$ cat config.mk
export PLATFORM = sky130hd
export DESIGN_NAME = dram_range_router
export DESIGN_NICKNAME = d
export VERILOG_FILES = /design/src/rtl/drr_pkg.sv /design/src/rtl/drr_window_regs.sv /design/src/rtl/drr_window_match.sv /design/src/rtl/drr_lowest_pick.sv /design/src/rtl/dram_range_router.sv
export SDC_FILE = /design/constraint.sdc
export NUM_CORES = 1
export LEC_CHECK = 0
export BUFFER_PORTS_ARGS = -buffer_cell sky130_fd_sc_hd__buf_2
export CORE_MARGIN = 2
export CORE_UTILIZATION = 40
export CTS_CLUSTER_SIZE = 12
export DETAILED_ROUTE_END_ITERATION = 6
export PLACE_DENSITY = 0.55
export SLEW_MARGIN = 20
export SYNTH_ARGS = -nofsm -noshare
export SYNTH_HDL_FRONTEND = slang
export SYNTH_SLANG_ARGS = --single-unit
$ cat constraint.sdc
create_clock -name clk -period 6.2 [get_ports clk]
set_clock_uncertainty 0.05 [all_clocks]
set_input_delay 0.31 -clock clk [delete_from_list [all_inputs] [get_ports clk]]
set_output_delay 0.31 -clock clk [all_outputs]
set_load 0.01 [all_outputs]
$ cat src/rtl/drr_pkg.sv
package drr_pkg;

  parameter int REG_W    = 32;
  parameter int FIELD_W  = 16;
  parameter int NODE_W   = 3;
  parameter int LANE_W   = 3;
  parameter int LANE_LSB = 12;

  localparam logic [REG_W-1:0] LOWER_KEEP = 32'hFFFF_0703;
  localparam logic [REG_W-1:0] UPPER_KEEP = 32'hFFFF_0707;

  typedef struct packed {
    logic [FIELD_W-1:0] lo_bound;
    logic [FIELD_W-1:0] hi_bound;
    logic               rd_ok;
    logic               wr_ok;
    logic [LANE_W-1:0]  lane_code;
    logic [LANE_W-1:0]  lane_sel;
    logic [NODE_W-1:0]  node;
  } window_cfg_t;

  // Lane mask over addr[14:12]; unlisted codes check nothing.
  function automatic logic [LANE_W-1:0] lane_mask(input logic [LANE_W-1:0] code);
    case (code)
      3'b001:  lane_mask = 3'b001;
      3'b011:  lane_mask = 3'b101;
      3'b111:  lane_mask = 3'b111;
      default: lane_mask = 3'b000;
    endcase
  endfunction

  function automatic logic span_covers(input logic [FIELD_W-1:0] field,
                                       input logic [FIELD_W-1:0] lo,
                                       input logic [FIELD_W-1:0] hi);
    span_covers = (field >= lo) && (field <= hi);
  endfunction

  function automatic logic lane_ok(input logic [LANE_W-1:0] lanes,
                                   input logic [LANE_W-1:0] sel,
                                   input logic [LANE_W-1:0] code);
    lane_ok = ((lanes ^ sel) & lane_mask(code)) == '0;
  endfunction

  function automatic window_cfg_t unpack_window(input logic [REG_W-1:0] lower,
                                                input logic [REG_W-1:0] upper);
    window_cfg_t c;
    c.lo_bound  = lower[31:16];
    c.hi_bound  = upper[31:16];
    c.rd_ok     = lower[0];
    c.wr_ok     = lower[1];
    c.lane_code = lower[10:8];
    c.lane_sel  = upper[10:8];
    c.node      = upper[2:0];
    return c;
  endfunction

endpackage

$ cat src/rtl/drr_window_regs.sv
module drr_window_regs
  import drr_pkg::*;
#(
  parameter int NUM_RANGES = 8,
  localparam int IDX_W = $clog2(NUM_RANGES)
) (
  input  logic              clk,
  input  logic              rst_n,
  input  logic              wr_en,
  input  logic [IDX_W:0]    sel,
  input  logic [REG_W-1:0]  wdata,
  output logic [REG_W-1:0]  rdata,
  output window_cfg_t       cfg [NUM_RANGES]
);

  logic [REG_W-1:0] lower_q [NUM_RANGES];
  logic [REG_W-1:0] upper_q [NUM_RANGES];
  logic [IDX_W-1:0] win_sel;
  logic             pick_upper;

  assign win_sel    = sel[IDX_W:1];
  assign pick_upper = sel[0];

  for (genvar g = 0; g < NUM_RANGES; g++) begin : g_win
    always_ff @(posedge clk) begin
      if (!rst_n) begin
        lower_q[g] <= '0;
        upper_q[g] <= '0;
      end else if (wr_en && (win_sel == IDX_W'(g))) begin
        if (pick_upper) upper_q[g] <= wdata & UPPER_KEEP;
        else            lower_q[g] <= wdata & LOWER_KEEP;
      end
    end
    assign cfg[g] = unpack_window(lower_q[g], upper_q[g]);
  end

  always_comb begin
    rdata = '0;
    for (int i = 0; i < NUM_RANGES; i++) begin
      if (win_sel == IDX_W'(i)) rdata = pick_upper ? upper_q[i] : lower_q[i];
    end
  end

endmodule

$ cat src/rtl/drr_window_match.sv
module drr_window_match
  import drr_pkg::*;
(
  input  window_cfg_t        cfg,
  input  logic               valid,
  input  logic               is_write,
  input  logic [FIELD_W-1:0] field,
  input  logic [LANE_W-1:0]  lanes,
  output logic               match
);

  logic access_ok;
  assign access_ok = is_write ? cfg.wr_ok : cfg.rd_ok;
  assign match = valid && access_ok
                 && span_covers(field, cfg.lo_bound, cfg.hi_bound)
                 && lane_ok(lanes, cfg.lane_sel, cfg.lane_code);

endmodule

$ cat src/rtl/drr_lowest_pick.sv
module drr_lowest_pick #(
  parameter int NUM_RANGES = 8,
  localparam int IDX_W = $clog2(NUM_RANGES)
) (
  input  logic [NUM_RANGES-1:0] req_vec,
  output logic                  any,
  output logic [IDX_W-1:0]      idx
);

  always_comb begin
    any = 1'b0;
    idx = '0;
    for (int i = NUM_RANGES - 1; i >= 0; i--) begin
      if (req_vec[i]) begin
        any = 1'b1;
        idx = IDX_W'(i);
      end
    end
  end

endmodule

$ cat src/rtl/dram_range_router.sv
module dram_range_router
  import drr_pkg::*;
#(
  parameter int NUM_RANGES = 8,
  parameter int ADDR_W     = 40,
  localparam int IDX_W = $clog2(NUM_RANGES)
) (
  input  logic              clk,
  input  logic              rst_n,
  input  logic              reg_we,
  input  logic [IDX_W:0]    reg_addr,
  input  logic [REG_W-1:0]  reg_wdata,
  output logic [REG_W-1:0]  reg_rdata,
  input  logic              req_valid,
  input  logic              req_write,
  input  logic [ADDR_W-1:0] req_addr,
  output logic              hit,
  output logic [NODE_W-1:0] node_id,
  output logic [IDX_W-1:0]  range_idx
);

  window_cfg_t         cfg [NUM_RANGES];
  logic [FIELD_W-1:0]  addr_field;
  logic [LANE_W-1:0]   addr_lanes;
  logic [NUM_RANGES-1:0] match_vec;
  logic                any_match;
  logic [IDX_W-1:0]    win_idx;
  logic                unused_addr_bits;

  assign addr_field = req_addr[ADDR_W-1 -: FIELD_W];
  assign addr_lanes = req_addr[LANE_LSB +: LANE_W];
  assign unused_addr_bits = ^{req_addr[ADDR_W-FIELD_W-1:LANE_LSB+LANE_W],
                              req_addr[LANE_LSB-1:0]};

  drr_window_regs #(.NUM_RANGES(NUM_RANGES)) u_regs (
    .clk   (clk),
    .rst_n (rst_n),
    .wr_en (reg_we),
    .sel   (reg_addr),
    .wdata (reg_wdata),
    .rdata (reg_rdata),
    .cfg   (cfg)
  );

  for (genvar g = 0; g < NUM_RANGES; g++) begin : g_match
    drr_window_match u_match (
      .cfg      (cfg[g]),
      .valid    (req_valid),
      .is_write (req_write),
      .field    (addr_field),
      .lanes    (addr_lanes),
      .match    (match_vec[g])
    );
  end

  drr_lowest_pick #(.NUM_RANGES(NUM_RANGES)) u_pick (
    .req_vec (match_vec),
    .any     (any_match),
    .idx     (win_idx)
  );

  always_comb begin
    hit       = any_match;
    range_idx = any_match ? win_idx : '0;
    node_id   = '0;
    for (int i = 0; i < NUM_RANGES; i++) begin
      if (any_match && (win_idx == IDX_W'(i))) node_id = cfg[i].node;
    end
  end

endmodule

==> flow_summary.json, run 1 <==
{
  "outcome": "complete, no violations",
  "ys_warn_count": 0,
  "grt_pass1_wl_mm": 102,
  "die-area_um2": 59100,
  "slew_violations": 0,
  "clock_path_buffers": 3,
  "core_um2": 56500,
  "power.leakage_nw": 11.1,
  "min_path_type": "primary input to flop",
  "drtAntennaViolNets": 0,
  "crit_family": "simple AND/OR/NAND/NOR gates",
  "p_clk_frac": 0.387,
  "clkSinkCount": 344,
  "final_area_um2": 25500,
  "critPathKind": "flop to output port",
  "place_area_um2": 24200,
  "holdBufCountCts": 0,
  "async_flop_share": 0,
  "fin_crit_sh": 0.780,
  "crit_buf_inv": 2,
  "cp_slowest_cell": "nor4_2",
  "drv_cap": 0,
  "grt_remaining_overflow": 0,
  "fmax_ghz": 0.207,
  "synth_top_cell_by_area": "edfxtp_1",
  "crit_path_max_fanout": 7,
  "power_frac_comb": 0.161,
  "vias": 16100,
  "drt_iter0_drc": 1197,
  "grtUsageTotal": 0.230,
  "setup_viol": 0,
  "gp_congestion": 0.883,
  "nFillCells": 5327,
  "grt_pass1_vias": 16100,
  "synth_top_cell_area_share": 0.452,
  "p_sw_frac": 0.278,
  "numCtsBuffers": 42,
  "cts_setup_buffers": 0,
  "fin_tns_setup_ps": 0,
  "syn_area_per_cell_um2": 10.8,
  "seqPwrFrac": 0.451,
  "finalWirelength_mm": 68.0,
  "die_x_um": 243,
  "peakVddDrop_mv": 0.197,
  "wire_per_inst_um": 23.0,
  "clockRootBuffer": "clkbuf_16",
  "netlist_instances": 2118,
  "drc": 0,
  "grt_max_degree": 94,
  "ioPinCount": 120,
  "ys.flop_type": "edfxtp_1",
  "rows": 87,
  "cts_tree": "done",
  "ys_types": 74,
  "syn_area_um2": 22900,
  "crit_path_end_kind": "output port",
  "drive_gt1_frac": 0.0966,
  "ys_seq_area_frac": 0.452,
  "die_h_um": 243,
  "hpwl_mm": 50.1,
  "port_buffers": 78,
  "cts.clk_slew.worst_paths_ps": 60,
  "min_period_ps": 4840,
  "cpPeakStageDelay_ps": 830,
  "vias_per_cell": 5.45,
  "areaGrowthSynthToFinish_pct": 11.4,
  "grt_antenna_before_repair": 2,
  "cp_data_required_time_ps": 5840,
  "first_pass_iters": 5,
  "crit_top_cell": "a221oi_1",
  "powerDensity_nw_per_um2": 242,
  "synth.top_cells.by_area": "edfxtp_1, ha_1, and2_1",
  "rsz0062_at_grt": "no",
  "final-hold-violation-count": 0,
  "cts.repair.resized": 0,
  "worst_pin_slew_ps": 1180,
  "ys_seq_elements": 344,
  "start_kind": "flop",
  "synth_enable_flop_cells": 344,
  "slew_headroom": 0.196,
  "start_util": 0.405,
  "p_sw_mw": 1.71,
  "path_cells": "inv_1 > ha_1 > a21oi_1 > o21ai_0 > a221oi_1 > nor3_1 > nor4_2 > nor2b_1 > a221oi_1 > a2bb2oi_1 > o211ai_1 > buf_2",
  "arrival_ps": 4480,
  "nets": 2512,
  "htree_levels": 2,
  "intPower_mw": 4.46
}
## registers in the layout, summed over array words and instances (netlist names)
name,count
u_regs.upper_q,176
u_regs.lower_q,168
## per-layer routing
layer,global-route usage,routed length (um),vias to the layer above,share of wire
li1,-,-,7736,-
met1,0.321,31600,7935,0.46
met2,0.368,31000,370,0.46
met3,0.0291,3160,100,0.046
met4,0.0778,2230,2,0.033
met5,0,7,-,0.00010
## final cells by class
type,count,area [um2],share of cell area
flip-flops and latches,344,10300,0.405
clock buffers,53,1110,0.0437
well taps,756,946,0.0371
clock inverters,22,175,0.00687
multi-input cells,1415,11300,0.442
diodes,2,5.00,0.000196
inverters,258,968,0.0380
repair buffers,114,687,0.0270
## cells by family after synthesis
family,count (synthesis),synth area share
flops,344,0.452
compound gates,365,0.106
fa+ha+maj,256,0.140
simple gates,580,0.151
buf+inv,368,0.0625
other cells,1,0.000164
mux,180,0.0792
xor+xnor,24,0.00952
## power by group through the flow
stage	combinational, mW	sequential, mW	clock, mW
floorplan	0.618	2.81	0
global placement	0.964	2.83	0
detailed placement	0.990	2.83	0
CTS	0.995	2.79	2.44
global route	1.10	2.80	2.52
finish	0.996	2.78	2.39
## final timing paths
path	from	to	slack, ps	cells past startpoint
setup / recovery	u_regs.upper_q[0][77]$_SDFFCE_PN0P_	node_id[2]	1360	12
hold / removal	reg_wdata[2]	u_regs.upper_q[0][2]$_SDFFCE_PN0P_	130	2
## synthesized netlist by cell type, types with 12 or more instances
master and number:
a21o_1 37, mux2i_1 172, and2_1 345, a211oi_1 20, ha_1 256, buf_1 13
nand3_1 20, buf_4 12, o211ai_1 17, nor3_1 31, nand4_1 42, nand2_1 41
xor2_1 13, o21ai_0 54, o221ai_1 21, o21a_1 13, nor2_1 33, o22ai_1 66
nor2b_1 15, inv_1 258, clkbuf_1 82, edfxtp_1 344, a21oi_1 82
## stage by stage
| step | hold slack [ps] | setup slack (ps) | util | cells | power [mW] |
|---|---|---|---|---|---|
| floorplan | 458 | 2400 | - | 2127 | 3.42 |
| global placement | 718 | 1640 | 0.427 | 2886 | 3.79 |
| detailed placement | 725 | 1560 | 0.428 | 2887 | 3.82 |
| CTS | 119 | 1340 | 0.451 | 2962 | 6.22 |
| global route | 154 | 1240 | 0.451 | 2962 | 6.42 |
| finish | 126 | 1360 | 0.451 | 2964 | 6.17 |
## cells in the final DEF, fill, tap and decap left out, drive strengths merged, types with 4 or more instances in the layout
| cell | Yosys | final |
|---|---|---|
| ha | 256 | 256 |
| o22ai | 66 | 66 |
| nand4 | 42 | 42 |
| o21ai | 55 | 55 |
| nand3 | 20 | 20 |
| and2 | 345 | 345 |
| edfxtp | 344 | 344 |
| o21a | 13 | 13 |
| o2111ai | 8 | 8 |
| nand2b | 11 | 11 |
| o21bai | 5 | 5 |
| nor2 | 33 | 33 |
| or3 | 4 | 4 |
| clkinv | 0 | 18 |
| xnor2 | 11 | 11 |
| a21o | 40 | 40 |
| buf | 28 | 114 |
| nor2b | 15 | 15 |
| o211ai | 18 | 18 |
| conb | 1 | 10 |
| nand2 | 41 | 41 |
| a21oi | 82 | 82 |
| nor3 | 31 | 31 |
| inv | 258 | 259 |
| a2111oi | 4 | 4 |
| nor3b | 4 | 4 |
| a221oi | 8 | 8 |
| o221ai | 21 | 21 |
| nor4 | 12 | 12 |
| and4 | 4 | 4 |
| nand3b | 4 | 4 |
| xor2 | 13 | 13 |
| a211oi | 20 | 20 |
| mux2i | 172 | 172 |
| mux2 | 8 | 8 |
| clkbuf | 82 | 53 |
Power figures use the tool's default switching activity.
==> run 2: changes to the inputs <==
- PLACE_DENSITY: 0.55 -> 0.57
- clock period: 6.2 -> 4.1 ns (I/O delays scaled with it)
==> run 2 against run 1 <==
  * The run now ends with negative setup slack left
  * Total power increased by 49%
  * Wire length increased by 0.18%
  * Largest power group unchanged
  * Highest routed layer unchanged
  * Cell count increased by 1.7%
==> flow_summary.json, run 2 (synthesis results as in run 1) <==
{
  "seqPwrFrac": 0.457,
  "cp_data_required_time_ps": 3850,
  "nets": 2570,
  "powerDensity_nw_per_um2": 354,
  "top_regs": "u_regs.upper_q (176), u_regs.lower_q (168)",
  "die_h_um": 243,
  "grt_antenna_before_repair": 6,
  "start_util": 0.405,
  "hold_depth": 2,
  "gp_congestion": 0.919,
  "p_clk_frac": 0.372,
  "startpoint": "u_regs.upper_q[1][61]$_SDFFCE_PN0P_",
  "drtAntennaViolNets": 0,
  "setup_viol": 1,
  "final_area_um2": 26000,
  "fin_crit_sh": 1.00,
  "start_kind": "flop",
  "violations": "negative setup slack",
  "clock_path_buffers": 3,
  "worst_pin_slew_ps": 1160,
  "finalWirelength_mm": 68.1,
  "drive_gt1_frac": 0.133,
  "critPathKind": "flop to output port",
  "fmax_ghz": 0.244,
  "arrival_ps": 3850,
  "port_buffers": 78,
  "vias": 16400,
  "p_sw_frac": 0.281,
  "power.leakage_nw": 11.4,
  "crit_path_end_kind": "output port",
  "peakVddDrop_mv": 0.327,
  "grt_pass1_wl_mm": 101,
  "areaGrowthSynthToFinish_pct": 13.8,
  "p_sw_mw": 2.59,
  "hpwl_mm": 51.1,
  "cp-endpoint": "node_id[1]",
  "final-hold-violation-count": 0,
  "core_um2": 56500,
  "die-area_um2": 59100,
  "cts.clk_slew.worst_paths_ps": 60,
  "vias_per_cell": 5.43,
  "grt_remaining_overflow": 0,
  "layout_commonest_cell": "and2_1",
  "rsz0062_at_grt": "yes",
  "largest_register_ffs": 176,
  "ioPinCount": 120,
  "hold_ws_ps": 87.6,
  "grt_pass1_vias": 16300,
  "drv_cap": 0,
  "clockRootBuffer": "clkbuf_16",
  "grtUsageTotal": 0.229,
  "clkSinkCount": 344,
  "power_frac_comb": 0.171,
  "die_x_um": 243,
  "outcome": "finished with violations",
  "place_inst": 2933,
  "crit_path_max_fanout": 3,
  "drc": 0,
  "min_period_ps": 4100,
  "numCtsBuffers": 42,
  "min_path_type": "primary input to flop",
  "wire_per_inst_um": 22.6,
  "cts_tree": "done",
  "htree_levels": 2,
  "final_cell_mix": "and2_1, edfxtp_1, inv_1, ha_1, mux2i_1",
  "grt_max_degree": 101,
  "slew_violations": 0,
  "drt_iter0_drc": 1075,
  "fin_cells": 3015,
  "largest_register": "u_regs.upper_q",
  "rows": 87,
  "worst_slack_ps": -4.01,
  "slew_headroom": 0.228,
  "intPower_mw": 6.63,
  "place_area_um2": 24500,
  "first_pass_iters": 5
}
## run 2: changes by cell type in the layout (fill, tap and decap cells not counted), moves of 4 or more
| cell | before | now |
|---|---|---|
| clkinv_1 | 11 | 5 |
| buf_4 | 34 | 92 |
| ha_1 | 256 | 252 |
| a21oi_1 | 82 | 78 |
| ha_4 | 0 | 4 |
| o21ai_2 | 13 | 17 |
## run 2: area by class of cell
type | instances | area, um2
antenna | 2 | 5.00
clock buffer | 53 | 1090
clock inverter | 15 | 116
fill | 5267 | 30500
inverter | 258 | 968
multi-input combinational | 1415 | 11400
sequential | 344 | 10300
tap | 756 | 946
timing repair buffer | 172 | 1110
## run 2: worst min path at each step
stage / end / from / slack (ps)
6_report: u_regs.upper_q[0][50]$_SDFFCE_PN0P_ / reg_wdata[16] / 90
5_1_grt: u_regs.upper_q[1][50]$_SDFFCE_PN0P_ / reg_wdata[16] / 100
4_1_cts: u_regs.upper_q[0][50]$_SDFFCE_PN0P_ / reg_wdata[16] / 70
3_5_place_dp: u_regs.upper_q[0][24]$_SDFFCE_PN0P_ / reg_wdata[2] / 610
3_3_place_gp: u_regs.upper_q[1][2]$_SDFFCE_PN0P_ / reg_wdata[2] / 600
2_1_floorplan: u_regs.lower_q[0][16]$_SDFFCE_PN0P_ / reg_wdata[27] / 350
## run 2: per-stage QoR
step | worst slack [ps] | power [mW] | utilization | setup TNS, ps
finish | -4.01 | 9.22 | 0.461 | -4.01
CTS | -15.1 | 9.25 | 0.458 | -26.0
floorplan | 404 | 5.18 | - | 0
global route | -100 | 9.59 | 0.460 | -243
detailed placement | 207 | 5.81 | 0.433 | 0
global placement | 141 | 5.77 | 0.433 | 0
## run 2: worst max-delay path, stage by stage (launching register included)
cell	delay, ps
edfxtp_1	360
inv_2	60
ha_4	260
and4_4	250
or4b_4	470
or2_4	250
nor3b_2	150
and4b_1	300
nand3b_1	260
a211oi_2	140
or4b_4	520
o211ai_2	100
buf_2	160
## run 2: metal layers
| layer | global-route usage | part of all wire | up-vias |
|---|---|---|---|
| li1 | - | - | 7858 |
| met1 | 0.315 | 0.45 | 7936 |
| met2 | 0.369 | 0.46 | 449 |
| met3 | 0.0299 | 0.053 | 119 |
| met4 | 0.0835 | 0.034 | 6 |
| met5 | 0 | 0.00050 | - |
## run 2: what timing repair did
action,in CTS,in global routing
pin swaps,10,14
endpoints found under the setup margin,4,4
hold buffers,1,0
hold endpoints to repair,2,0
gates resized for setup,25,23
buffers inserted,7,5
## run 2: power by group through the flow
| stage | Combinational (mW) | Clock, mW | Sequential (mW) |
|---|---|---|---|
| CTS | 1.56 | 3.48 | 4.21 |
| detailed placement | 1.53 | 0 | 4.28 |
| global route | 1.74 | 3.61 | 4.24 |
| global placement | 1.50 | 0 | 4.28 |
| finish | 1.58 | 3.43 | 4.21 |
| floorplan | 0.934 | 0 | 4.24 |
